File: src/rtl/cbal_pkg.sv
`timescale 1ns/1ps
package cbal_pkg;

    localparam int CB_CELLS_DEF    = 14;
    localparam int CB_TIME_W_DEF   = 8;
    localparam int CB_DLY_W_DEF    = 8;
    localparam int CB_DATA_W_DEF   = 16;
    localparam int CB_ADDR_W_DEF   = 5;
    localparam int CB_PRESCALE_DEF = 4;

    // register addresses
    localparam int unsigned A_MODE     = 0;
    localparam int unsigned A_SWSEL    = 1;
    localparam int unsigned A_DELAY    = 2;
    localparam int unsigned A_STATUS   = 3;
    localparam int unsigned A_REJECT   = 4;
    localparam int unsigned A_TIMER    = 5;
    localparam int unsigned A_EXP_BASE = 16;

    typedef logic [2:0] cb_mode_t;

    // decoded write controls for the scalar registers
    typedef struct packed {
        logic mode_we;
        logic swsel_we;
        logic delay_we;
        logic rej_set;
        logic rej_clr;
    } cb_wctl_t;

    function automatic logic cb_active(cb_mode_t m);
        return m != 3'b000;
    endfunction

    function automatic logic cb_individual(cb_mode_t m);
        return m[2];
    endfunction

    // switch-select and delay registers frozen in 001 and 1xx
    function automatic logic cb_swsel_locked(cb_mode_t m);
        return (m == 3'b001) || m[2];
    endfunction

    // first expiration register frozen in any active mode,
    // the remaining ones only in the individual modes
    function automatic logic cb_exp_locked(cb_mode_t m, int idx);
        return (idx == 0) ? cb_active(m) : cb_individual(m);
    endfunction

endpackage

File: src/rtl/cbal_wr_gate.sv
`timescale 1ns/1ps
module cbal_wr_gate
    import cbal_pkg::*;
#(
    parameter int ADDR_W    = CB_ADDR_W_DEF,
    parameter int NUM_CELLS = CB_CELLS_DEF
) (
    input  logic                 wr_en,
    input  logic [ADDR_W-1:0]    wr_addr,
    input  logic                 wr_bit0,
    input  cb_mode_t             mode,
    output cb_wctl_t             wctl,
    output logic [NUM_CELLS-1:0] exp_we
);

    logic                 hit_mode;
    logic                 hit_swsel;
    logic                 hit_delay;
    logic                 hit_reject;
    logic                 sw_lock;
    logic [NUM_CELLS-1:0] exp_refused;

    assign hit_mode   = wr_en && (wr_addr == ADDR_W'(A_MODE));
    assign hit_swsel  = wr_en && (wr_addr == ADDR_W'(A_SWSEL));
    assign hit_delay  = wr_en && (wr_addr == ADDR_W'(A_DELAY));
    assign hit_reject = wr_en && (wr_addr == ADDR_W'(A_REJECT));
    assign sw_lock    = cb_swsel_locked(mode);

    for (genvar gi = 0; gi < NUM_CELLS; gi++) begin : g_exp
        logic hit_exp;
        logic lock_exp;
        assign hit_exp         = wr_en && (wr_addr == ADDR_W'(A_EXP_BASE + gi));
        assign lock_exp        = cb_exp_locked(mode, gi);
        assign exp_we[gi]      = hit_exp && !lock_exp;
        assign exp_refused[gi] = hit_exp && lock_exp;
    end

    always_comb begin
        wctl          = '0;
        wctl.mode_we  = hit_mode;
        wctl.swsel_we = hit_swsel && !sw_lock;
        wctl.delay_we = hit_delay && !sw_lock;
        wctl.rej_set  = ((hit_swsel || hit_delay) && sw_lock) || (|exp_refused);
        wctl.rej_clr  = hit_reject && wr_bit0;
    end

endmodule

File: src/rtl/cbal_timer.sv
`timescale 1ns/1ps
module cbal_timer #(
    parameter int TIME_W   = 8,
    parameter int PRESCALE = 4
) (
    input  logic              clk,
    input  logic              rst,
    input  logic              restart,
    input  logic              run,
    output logic [TIME_W-1:0] timer
);

    localparam int              PSC_W    = (PRESCALE > 1) ? $clog2(PRESCALE) : 1;
    localparam logic [PSC_W-1:0] PSC_LAST = PSC_W'(PRESCALE - 1);
    localparam logic [TIME_W-1:0] T_MAX   = '1;

    logic [PSC_W-1:0]  psc_q;
    logic [TIME_W-1:0] tmr_q;

    always_ff @(posedge clk) begin
        if (rst || restart) begin
            psc_q <= '0;
            tmr_q <= '0;
        end else if (run) begin
            if (psc_q == PSC_LAST) begin
                psc_q <= '0;
                if (tmr_q != T_MAX) begin
                    tmr_q <= tmr_q + 1'b1;
                end
            end else begin
                psc_q <= psc_q + 1'b1;
            end
        end
    end

    assign timer = tmr_q;

endmodule

File: src/rtl/cbal_status.sv
`timescale 1ns/1ps
module cbal_status #(
    parameter int NUM_CELLS = 14,
    parameter int TIME_W    = 8
) (
    input  logic                        clk,
    input  logic                        rst,
    input  logic                        clear,
    input  logic                        run,
    input  logic                        individual,
    input  logic [TIME_W-1:0]           timer,
    input  logic [NUM_CELLS*TIME_W-1:0] exp_flat,
    output logic [NUM_CELLS-1:0]        status
);

    logic [NUM_CELLS-1:0] reached;
    logic [NUM_CELLS-1:0] status_q;

    for (genvar gi = 0; gi < NUM_CELLS; gi++) begin : g_cmp
        logic [TIME_W-1:0] limit;
        assign limit       = individual ? exp_flat[gi*TIME_W +: TIME_W]
                                        : exp_flat[0 +: TIME_W];
        assign reached[gi] = timer >= limit;
    end

    always_ff @(posedge clk) begin
        if (rst || clear) begin
            status_q <= '0;
        end else if (run) begin
            status_q <= status_q | reached;
        end
    end

    assign status = status_q;

endmodule

File: src/rtl/cbal_regbank.sv
`timescale 1ns/1ps
module cbal_regbank
    import cbal_pkg::*;
#(
    parameter int NUM_CELLS = CB_CELLS_DEF,
    parameter int TIME_W    = CB_TIME_W_DEF,
    parameter int DLY_W     = CB_DLY_W_DEF,
    parameter int DATA_W    = CB_DATA_W_DEF,
    parameter int ADDR_W    = CB_ADDR_W_DEF,
    parameter int PRESCALE  = CB_PRESCALE_DEF
) (
    input  logic                 clk,
    input  logic                 rst,
    input  logic                 wr_en,
    input  logic [ADDR_W-1:0]    wr_addr,
    input  logic [DATA_W-1:0]    wr_data,
    input  logic [ADDR_W-1:0]    rd_addr,
    output logic [DATA_W-1:0]    rd_data,
    output logic [NUM_CELLS-1:0] sw_on
);

    cb_mode_t             mode_q;
    logic [NUM_CELLS-1:0] swsel_q;
    logic [DLY_W-1:0]     delay_q;
    logic [TIME_W-1:0]    exp_q [NUM_CELLS];
    logic                 reject_q;

    cb_wctl_t                    wctl;
    logic [NUM_CELLS-1:0]        exp_we;
    logic [NUM_CELLS*TIME_W-1:0] exp_flat;
    logic [TIME_W-1:0]           timer;
    logic [NUM_CELLS-1:0]        status;
    logic                        restart;
    logic                        run;
    logic                        unused_wr_bits;

    assign unused_wr_bits = ^wr_data;

    cbal_wr_gate #(
        .ADDR_W    (ADDR_W),
        .NUM_CELLS (NUM_CELLS)
    ) u_gate (
        .wr_en   (wr_en),
        .wr_addr (wr_addr),
        .wr_bit0 (wr_data[0]),
        .mode    (mode_q),
        .wctl    (wctl),
        .exp_we  (exp_we)
    );

    assign restart = wctl.mode_we && (wr_data[2:0] != 3'b000);
    assign run     = cb_active(mode_q) && !wctl.mode_we;

    cbal_timer #(
        .TIME_W   (TIME_W),
        .PRESCALE (PRESCALE)
    ) u_timer (
        .clk     (clk),
        .rst     (rst),
        .restart (restart),
        .run     (run),
        .timer   (timer)
    );

    cbal_status #(
        .NUM_CELLS (NUM_CELLS),
        .TIME_W    (TIME_W)
    ) u_status (
        .clk        (clk),
        .rst        (rst),
        .clear      (wctl.mode_we),
        .run        (run),
        .individual (cb_individual(mode_q)),
        .timer      (timer),
        .exp_flat   (exp_flat),
        .status     (status)
    );

    always_ff @(posedge clk) begin
        if (rst) begin
            mode_q   <= '0;
            swsel_q  <= '0;
            delay_q  <= '0;
            reject_q <= 1'b0;
        end else begin
            if (wctl.mode_we) begin
                mode_q <= wr_data[2:0];
            end
            if (wctl.swsel_we) begin
                swsel_q <= wr_data[NUM_CELLS-1:0];
            end
            if (wctl.delay_we) begin
                delay_q <= wr_data[DLY_W-1:0];
            end
            if (wctl.rej_set) begin
                reject_q <= 1'b1;
            end else if (wctl.rej_clr) begin
                reject_q <= 1'b0;
            end
        end
    end

    for (genvar gi = 0; gi < NUM_CELLS; gi++) begin : g_expreg
        always_ff @(posedge clk) begin
            if (rst) begin
                exp_q[gi] <= '0;
            end else if (exp_we[gi]) begin
                exp_q[gi] <= wr_data[TIME_W-1:0];
            end
        end
        assign exp_flat[gi*TIME_W +: TIME_W] = exp_q[gi];
    end

    always_comb begin
        rd_data = '0;
        case (rd_addr)
            ADDR_W'(A_MODE):   rd_data[2:0]           = mode_q;
            ADDR_W'(A_SWSEL):  rd_data[NUM_CELLS-1:0] = swsel_q;
            ADDR_W'(A_DELAY):  rd_data[DLY_W-1:0]     = delay_q;
            ADDR_W'(A_STATUS): rd_data[NUM_CELLS-1:0] = status;
            ADDR_W'(A_REJECT): rd_data[0]             = reject_q;
            ADDR_W'(A_TIMER):  rd_data[TIME_W-1:0]    = timer;
            default: begin
                for (int i = 0; i < NUM_CELLS; i++) begin
                    if (rd_addr == ADDR_W'(A_EXP_BASE + i)) begin
                        rd_data[TIME_W-1:0] = exp_q[i];
                    end
                end
            end
        endcase
    end

    assign sw_on = {NUM_CELLS{cb_active(mode_q)}} & swsel_q & ~status;

endmodule

File: config.mk
export PLATFORM = sky130hd
export DESIGN_NAME = cbal_regbank
export DESIGN_NICKNAME = d
export VERILOG_FILES = /design/src/rtl/cbal_pkg.sv /design/src/rtl/cbal_wr_gate.sv /design/src/rtl/cbal_timer.sv /design/src/rtl/cbal_status.sv /design/src/rtl/cbal_regbank.sv
export SDC_FILE = /design/constraint.sdc
export NUM_CORES = 1
export LEC_CHECK = 0
export BUFFER_PORTS_ARGS = -buffer_cell sky130_fd_sc_hd__buf_2
export CAP_MARGIN = 20
export CORE_ASPECT_RATIO = 1.25
export CORE_MARGIN = 3
export CORE_UTILIZATION = 30
export CTS_BUF_LIST = sky130_fd_sc_hd__clkbuf_16
export DETAILED_ROUTE_END_ITERATION = 6
export PLACE_DENSITY = 0.53
export SYNTH_ARGS = -nofsm -noshare
export SYNTH_HDL_FRONTEND = slang
export SYNTH_SLANG_ARGS = --single-unit
File: constraint.sdc
create_clock -name clk -period 5.3 [get_ports clk]
set_input_delay 0.265 -clock clk [delete_from_list [all_inputs] [get_ports clk]]
set_output_delay 0.265 -clock clk [all_outputs]
set_load 0.02 [all_outputs]
==> impl_metrics.py, run 1 <==
metrics = {
    "worst_setup_path": {
        "crit_type": "in2out",
        "cp_num_buf_inv": 2,
        "worst-path-max-fanout": 31,
        "slowest_delay_ns": 0.82,
        "crit_path_frequent_cell": "buf_2",
        "slowest_stage": "a2111oi_0",
        "start_kind": "primary input",
        "critical_path.top_delay_family": "compound AO/OA/AOI/OAI gates",
        "arrival_ns": 3.22,
        "path_cells": "buf_2 > nand2_1 > or3_1 > o22ai_1 > nor4_1 > a2111oi_0 > o21ai_1 > buf_2",
        "cp_data_required_time_ns": 5.04,
        "worstSetupStartpoint": "rd_addr[1]",
        "rrSetupSlack_ns": 2.11,
        "rr_startpoint": "mode_q[2]",
        "worstSetupEndpointType": "primary output",
    },
    "yosys": {
        "synth_xor_area_share_pct": 0.4758,
        "synth_seq_cells": 162,
        "synth_area_leaders": "edfxtp_1, ha_1, dfxtp_1, a21oi_1, and2_1",
        "synth_top_family_by_area": "simple AND/OR/NAND/NOR gates",
        "synth-simple-area-share_pct": 19.87,
        "synth_fa_ha_area_share_pct": 12.91,
        "synth_cell_types": 70,
        "synth_compound_area_share_pct": 19.34,
        "syn_area_per_cell_sq_um": 9.498,
        "synthFlopType": "edfxtp_1",
        "post-synth-top-area-cell": "edfxtp_1",
        "yosys_warnings": 0,
        "yosysSeqAreaShare_pct": 39.51,
        "synth_top_area_share_pct": 30.45,
        "synth_mux_area_share_pct": 4.565,
        "synth_edf_count": 112,
        "ys_async_sr_fraction_pct": 0,
        "syn_area_sq_um": 11050,
        "syn_inst": 1163,
    },
    "floorplanning": {
        "pin_count": 59,
        "die_height_um": 220.5,
        "start_util_pct": 30.82,
        "die_area_sq_um": 39170,
        "core_area_sq_um": 35840,
        "die_w_um": 177.6,
        "rows": 77,
    },
    "timing": {
        "finalCritPeriodShare_pct": 65.67,
        "worst_pin_slew_ns": 1.223,
        "slew_headroom_pct": 18.37,
        "fin_tns_setup_ns": 0,
        "layout_setup_ws_ns": 1.820,
        "hold_viol": 0,
        "min_period_ns": 3.480,
        "setup_violations": 0,
        "rsz0062_at_grt": "false",
        "finClkSkew_ns": 0.01169,
        "finalMaxSlewViolations": 0,
        "hold_ws_ns": 0.06440,
        "timing.fmax_ghz": 0.2873,
    },
    "cells_and_area": {
        "multi_input_area_sq_um": 6341,
        "drive_above_1_share_pct": 11.50,
        "layout.nets": 1330,
        "area_growth_pct": 12.44,
        "stdcell_area_sq_um": 12420,
        "seq_area_sq_um": 4368,
        "fillers": 3709,
    },
    "global_routing": {
        "antenna_found_initial": 0,
        "grt_max_degree": 62,
        "grt_pass1_wl_mm": 59.53,
        "grt_pass1_vias": 9226,
        "gr-total-overflow": 0,
        "grtUsageTotal_pct": 20.79,
    },
    "power": {
        "powerDensity_nw_per_um2": 246.9,
        "ir_worst_vdd_v": 0.0002295,
        "power_leakage_nw": 4.897,
    },
    "clock_network": {
        "cts_resized": 0,
        "cts_tree": "built",
        "cts_hold_buf": 0,
        "clk_pin_slew_ns": 0.06,
        "ctsRootBufferMaster": "clkbuf_16",
        "numCtsBuffers": 17,
        "h-tree-depth": 4,
        "cts_sinks": 162,
        "cts_setup_buffers": 0,
        "clockBufferDepth": 2,
        "clock_latency_ns": 0.44,
    },
    "drt": {
        "first_pass_iters": 5,
        "post_drt_wl_per_cell_um": 24.18,
        "num_vias": 9459,
        "viasPerCell": 5.647,
        "antenna_left": 0,
        "drt_iter0_drc": 716,
        "drc": 0,
        "totalWireLength_mm": 40.50,
    },
    "place": {
        "dp_hpwl_mm": 28.44,
        "place.gp.congestion": 0.9315,
        "portBuffers": 54,
        "place_ws_ns": 1.930,
        "dpl_cell_area_sq_um": 11750,
    },
    "min_path": {
        "hp-start": "wr_data[8]",
        "hp-class": "in2reg",
    },
    "outcome": {
        "status": "completed",
    },
    "flow_run": {
        "cap_violations": 0,
    },
}
-- worst reg2reg max path, stage by stage, from the launching register on --
cell and delay [ns]:
dfxtp_4 0.51, nand2b_1 0.81, nand2_1 0.12, ha_1 0.30
nand2b_1 0.14, a21o_1 0.17, a21o_1 0.17, a21oi_1 0.31
o21ai_0 0.28, a31o_1 0.28
-- sequential cells by signal, summed over array words and instances (netlist names) --
name / flops
u_timer.psc_q: 2
swsel_q: 14
delay_q: 8
reject_q: 1
u_status.status: 14
mode_q: 3
exp_q: 112
u_timer.timer: 8
-- area by class of cell --
class | instances | share of cell area [%]
multi-input cells | 917 | 51.06
flip-flops and latches | 162 | 35.17
repair buffers | 71 | 3.425
clock inverters | 12 | 0.9772
inverters | 18 | 0.5440
diodes | 1 | 0.02015
clock buffers | 20 | 4.030
well taps | 474 | 4.775
-- routing by layer --
metal	GRT usage [%]	share of wire [%]
met3	2.386	5.4
met5	0	0
met2	36.47	50
met4	9.822	4.6
met1	25.39	40
-- layout by cell type, fill, tap and decap left out, types with 11 or more instances in the layout --
cell type  Yosys  routed
dfxtp_1       50      49
inv_1         18      18
buf_4          4      15
nand2b_1      26      26
clkbuf_16      0      20
a22oi_1       11      11
o21ai_0       38      38
a22o_1        15      15
and2_1       116     116
nand2_1       62      62
a21oi_1      157     157
nor3_1        26      25
buf_2         18      54
nor3b_1       15      15
nand3_1       31      31
nor2_1        86      80
a21o_1        49      49
ha_1         114     114
mux2i_1       38      38
edfxtp_1     112     112
-- Yosys cell counts, types with 18 or more instances --
| cell type | n |
|---|---|
| buf_2 | 18 |
| inv_1 | 18 |
| clkbuf_1 | 36 |
| ha_1 | 114 |
| nand2_1 | 62 |
| nand3_1 | 31 |
| dfxtp_1 | 50 |
| a21o_1 | 49 |
| nor3_1 | 26 |
| edfxtp_1 | 112 |
| mux2i_1 | 38 |
| o21ai_0 | 38 |
| nand2b_1 | 26 |
| and2_1 | 116 |
| nor2_1 | 86 |
| a21oi_1 | 157 |
-- cells by family (layout without fill, tap and decap cells) --
family | Yosys count | count (layout)
mux | 46 | 46
flops | 162 | 162
buf+inv | 85 | 121
xor+xnor | 6 | 6
compound gates | 341 | 341
other cells | 1 | 3
fa+ha+maj | 114 | 114
simple gates | 408 | 408
-- power by group --
part / internal, mW / total (mW) / switching [mW]
combinational: 0.0897 / 0.313 / 0.223
sequential: 1.40 / 1.44 / 0.0416
clock: 0.777 / 1.31 / 0.535
total: 2.27 / 3.07 / 0.799
-- worst paths after layout --
check | end | cells past startpoint
worst min register to register | u_timer.psc_q[1] | 2
worst min-delay path | swsel_q[8] | 3
worst max register to register | u_status.status[3] | 9
worst max-delay path | rd_data[5] | 8
-- stage by stage --
stage	utilization, %	total power, mW	cells
3_5_place_dp	32.77	1.777	1639
2_1_floorplan	-	1.634	1164
5_1_grt	34.65	3.157	1674
6_report	34.65	3.067	1675
3_3_place_gp	32.77	1.774	1639
4_1_cts	34.51	3.076	1671
Power figures use the tool's default switching activity.
==> run 2, diff against run 1 <==
PLACE_DENSITY = 0.55   (was 0.53)
clock period = 3.1 ns   (was 5.3 ns; I/O delays follow)
==> run 2 against run 1 <==
Compared with the run above: critical path depth down 4; non-clock buffer count up 45; sequential share of layout area down 0.81 points; core utilization up 0.82 points; clock power up 63%; routed wire length down 0.51%; design area up 2.4%; via count up 1.0%; largest cell class unchanged; highest routed layer is now met5.
==> impl_metrics.py, run 2 (synthesized netlist as in run 1, its figures left out) <==
metrics = {
    "clock_network": {
        "cts_sinks": 162,
        "clk_pin_slew_ns": 0.07,
        "clockBufferDepth": 2,
        "clock_latency_ns": 0.45,
        "cts_tree": "built",
        "numCtsBuffers": 17,
        "h-tree-depth": 4,
        "ctsRootBufferMaster": "clkbuf_16",
    },
    "floorplanning": {
        "die_w_um": 177.6,
        "start_util_pct": 30.82,
        "rows": 77,
        "core_area_sq_um": 35840,
        "die_height_um": 220.5,
        "pin_count": 59,
        "die_area_sq_um": 39170,
    },
    "timing": {
        "finalMaxSlewViolations": 0,
        "slew_headroom_pct": 27.05,
        "timing.fmax_ghz": 0.3670,
        "fin_tns_setup_ns": 0,
        "setup_violations": 0,
        "finalCritPeriodShare_pct": 87.90,
        "min_period_ns": 2.725,
        "rsz0062_at_grt": "false",
        "hold_viol": 0,
        "finClkSkew_ns": 0.008968,
        "worst_pin_slew_ns": 1.093,
    },
    "place": {
        "place.gp.congestion": 0.9718,
        "portBuffers": 54,
        "dpl_cell_area_sq_um": 12070,
        "dp_hpwl_mm": 30.07,
    },
    "cells_and_area": {
        "stdcell_area_sq_um": 12710,
        "largest_reg_flops": 112,
        "layout.nets": 1375,
        "regMostFlops": "exp_q",
        "final_core_util_pct": 35.47,
        "drive_above_1_share_pct": 13.49,
        "area_growth_pct": 15.09,
        "layout_commonest_cell": "a21oi_1",
        "layout_common_cells": "a21oi_1, and2_1, ha_1, edfxtp_1, nor2_1",
        "diodes": 0,
    },
    "worst_setup_path": {
        "arrival_ns": 2.57,
        "worst-path-max-fanout": 17,
        "cp_data_required_time_ns": 2.94,
        "crit_type": "reg2out",
        "worstSetupEndpointType": "primary output",
        "start_kind": "flip-flop",
    },
    "drt": {
        "topRoutingLayerUsed": "met5",
        "num_vias": 9558,
        "first_pass_iters": 6,
        "drc": 0,
        "post_drt_wl_per_cell_um": 23.44,
        "met2_wirelength_mm": 19.94,
        "wirelength_met1_mm": 16.06,
        "wl_met3_mm": 2.099,
        "antenna_left": 0,
        "totalWireLength_mm": 40.29,
        "viasPerCell": 5.560,
        "drt_iter0_drc": 838,
    },
    "min_path": {
        "hp-class": "in2reg",
    },
    "power": {
        "powerDensity_nw_per_um2": 406.3,
        "p_total_mw": 5.165,
        "ir_worst_vdd_v": 0.0002850,
        "power_leakage_nw": 5.085,
    },
    "global_routing": {
        "grtUsageTotal_pct": 20.68,
        "gr-total-overflow": 0,
        "grt_pass1_vias": 9354,
        "grt_max_degree": 61,
        "grt_pass1_wl_mm": 59.46,
        "antenna_found_initial": 4,
    },
    "flow_run": {
        "cap_violations": 0,
    },
    "outcome": {
        "status": "completed",
    },
}
[run 2: where the power goes]
part | leakage [nW] | internal (mW) | switching, mW
Sequential | 1.48 | 2.40 | 0.0703
Combinational | 3.31 | 0.181 | 0.385
Clock | 0.289 | 1.24 | 0.891
[run 2: final cells by class]
type / instances / area (sq um)
clock inverter: 15 / 150.1
timing repair buffer: 116 / 775.7
tap: 474 / 593.1
inverter: 18 / 67.56
multi-input combinational: 917 / 6332
sequential: 162 / 4368
clock buffer: 17 / 425.4
fill: 3704 / 23130
[run 2: repair_timing]
action                                  in CTS  in global routing
hold buffers                                 6                  0
endpoints found under the setup margin       0                  1
gates resized for setup                      0                  1
endpoints found under the hold margin        6                  0
setup buffers                                0                  0
[run 2: worst paths after layout]
kind | to | slack [ns] | cells after the start | startpoint
min reg2reg | u_timer.psc_q[1] | 0.46 | 2 | u_timer.psc_q[1]
max reg2reg | u_status.status[8] | 0.44 | 10 | mode_q[2]
max | rd_data[5] | 0.38 | 4 | u_timer.timer[5]
min | reject_q | 0.15 | 4 | wr_addr[1]
[run 2: critical path, cell delays in order (launching register included)]
cell	delay, ns
dfxtp_1	0.68
a22o_1	0.39
a2111oi_0	0.54
o21ai_1	0.27
buf_2	0.23
[run 2: per-layer routing]
layer	vias up	GRT usage, %
li1	4418	-
met3	111	2.558
met5	-	0
met4	4	11.24
met2	397	35.68
met1	4628	25.03
[run 2: metrics by stage]
stage	worst slack, ns	std cells	hold slack [ns]
after floorplan	0.6373	1164	0.3019
after detailed placement	0.2569	1681	0.4037
final	0.3750	1719	0.1523
after CTS	0.2491	1719	0.1125
after global placement	0.1745	1680	0.3944
after global routing	0.2819	1719	0.1758
==> run 3, diff against run 2 <==
PLACE_DENSITY = default   (was 0.55)
==> run 3 against run 2 <==
Compared with the run above: cell count is 0.81% lower; clock power is 6% lower; sequential power hardly changed; die area stayed put; power is 2.5% lower; count of clock-buffer cells in the layout is 2 higher; sequential share of layout area is 0.35 points higher; critical path depth is 6 higher; hold slack better by 0.024 ns; critical path type is now in2out; largest cell class unchanged; largest power group unchanged; highest routed layer is now met4.
==> impl_metrics.py, run 3 (synthesized netlist as in run 1, its figures left out) <==
metrics = {
    "power": {
        "switching_share_pct": 27.12,
        "powerDensity_nw_per_um2": 400.2,
        "power_frac_seq_pct": 49.0,
        "ir_worst_vdd_v": 0.0003641,
        "pwr-share-clk_pct": 39.9,
        "combPwrFrac_pct": 11.1,
        "power_leakage_nw": 5.020,
        "p_int_mw": 3.671,
        "power_switching_mw": 1.366,
    },
    "clock_network": {
        "cts_tree": "built",
        "clk_pin_slew_ns": 0.07,
        "numCtsBuffers": 17,
        "ctsRootBufferMaster": "clkbuf_16",
        "clock_latency_ns": 0.44,
        "h-tree-depth": 4,
        "clockBufferDepth": 2,
        "cts_sinks": 162,
    },
    "floorplanning": {
        "die_height_um": 220.5,
        "pin_count": 59,
        "start_util_pct": 30.82,
        "rows": 77,
        "die_w_um": 177.6,
        "core_area_sq_um": 35840,
        "die_area_sq_um": 39170,
    },
    "place": {
        "dp_hpwl_mm": 28.82,
        "dpl_cell_area_sq_um": 11980,
        "place_ws_ns": 0.2766,
        "portBuffers": 54,
        "dp_cells": 1666,
        "place.gp.congestion": 1.013,
    },
    "global_routing": {
        "grtUsageTotal_pct": 20.50,
        "antenna_found_initial": 1,
        "grt_pass1_wl_mm": 58.89,
        "grt_max_degree": 65,
        "gr-total-overflow": 0,
        "grt_pass1_vias": 9285,
    },
    "drt": {
        "antenna_left": 0,
        "drt_iter0_drc": 873,
        "totalWireLength_mm": 40.33,
        "num_vias": 9551,
        "post_drt_wl_per_cell_um": 23.65,
        "viasPerCell": 5.602,
        "drc": 0,
        "first_pass_iters": 5,
    },
    "worst_setup_path": {
        "rr_worst_depth": 10,
        "arrival_ns": 2.62,
        "worstSetupEndpointType": "primary output",
        "rrSetupSlack_ns": 0.49,
        "r2r-end": "u_status.status[3]",
        "worst-path-max-fanout": 25,
        "cp_data_required_time_ns": 2.94,
        "rr_startpoint": "mode_q[2]",
        "start_kind": "primary input",
        "crit_type": "in2out",
    },
    "cells_and_area": {
        "layout_commonest_cell": "a21oi_1",
        "area_growth_pct": 13.93,
        "largest_reg_flops": 112,
        "drive_above_1_share_pct": 12.44,
        "layout_common_cells": "a21oi_1, and2_1, ha_1, edfxtp_1, nor2_1",
        "layout.nets": 1360,
        "fillers": 3647,
        "finalNonFillerCells": 1705,
        "stdcell_area_sq_um": 12580,
        "regMostFlops": "exp_q",
    },
    "min_path": {
        "hp-start": "wr_addr[0]",
        "min_path_cells": 3,
        "hp-class": "in2reg",
        "holdPathEnd": "reject_q",
    },
    "timing": {
        "worst_pin_slew_ns": 0.8487,
        "fin_tns_setup_ns": 0,
        "finalCritPeriodShare_pct": 89.46,
        "finClkSkew_ns": 0.007811,
        "finalMaxSlewViolations": 0,
        "min_period_ns": 2.773,
        "rsz0062_at_grt": "false",
        "slew_headroom_pct": 43.30,
        "hold_viol": 0,
        "setup_violations": 0,
        "layout_setup_ws_ns": 0.3268,
        "hold_ws_ns": 0.1764,
        "timing.fmax_ghz": 0.3606,
    },
    "outcome": {
        "status": "completed",
    },
    "flow_run": {
        "cap_violations": 0,
    },
}
## run 3: timing repair
item / in CTS / in global routing
gates resized for setup: 0 / 0
hold buffers: 6 / 0
buffers inserted: 0 / 0
hold endpoints to repair: 6 / 0
## run 3: final cells by class
class,count,area [sq um],share of cell area [%]
well taps,474,593.1,4.713
diodes,1,2.502,0.01988
clock inverters,13,63.81,0.5071
repair buffers,101,688.2,5.468
flip-flops and latches,162,4368,34.71
clock buffers,19,475.5,3.778
inverters,18,67.56,0.5369
multi-input cells,917,6326,50.27
## run 3: how the worst max path moves through the flow
stage | startpoint | end | cells after the start
floorplan | mode_q[2] | u_status.status[10] | 12
global placement | rd_addr[1] | rd_data[6] | 10
finish | rd_addr[1] | rd_data[6] | 10
detailed placement | rd_addr[1] | rd_data[6] | 10
global route | rd_addr[1] | rd_data[6] | 10
CTS | rd_addr[1] | rd_data[6] | 10
## run 3: power groups by stage
stage	clock network, mW	registers [mW]	logic, mW
3_5_place_dp	0	2.51	0.545
2_1_floorplan	0	2.47	0.323
4_1_cts	2.02	2.47	0.553
3_3_place_gp	0	2.51	0.535
5_1_grt	2.11	2.47	0.597
6_report	2.01	2.47	0.559
## run 3: per-stage QoR
step / util, % / power, mW
after detailed placement: 33.43 / 3.057
after CTS: 35.11 / 5.041
after global placement: 33.43 / 3.047
after floorplan: - / 2.794
after global routing: 35.11 / 5.178
final: 35.11 / 5.037
## run 3: routing by layer
metal	global-route usage, %	vias to the layer above	part of all wire, %
met1	24.27	4594	39
li1	-	4408	-
met4	12.15	0	5.8
met3	2.626	127	6.2
met2	35.46	422	49
met5	0	-	0
## run 3: worst max-delay path, stage by stage
cell and delay, ns:
buf_2 0.30, buf_4 0.27, nor4b_1 0.43, and2_1 0.25, a2bb2oi_1 0.10, o221ai_1 0.29
a31oi_1 0.15, o31ai_1 0.35, buf_4 0.17, buf_2 0.15
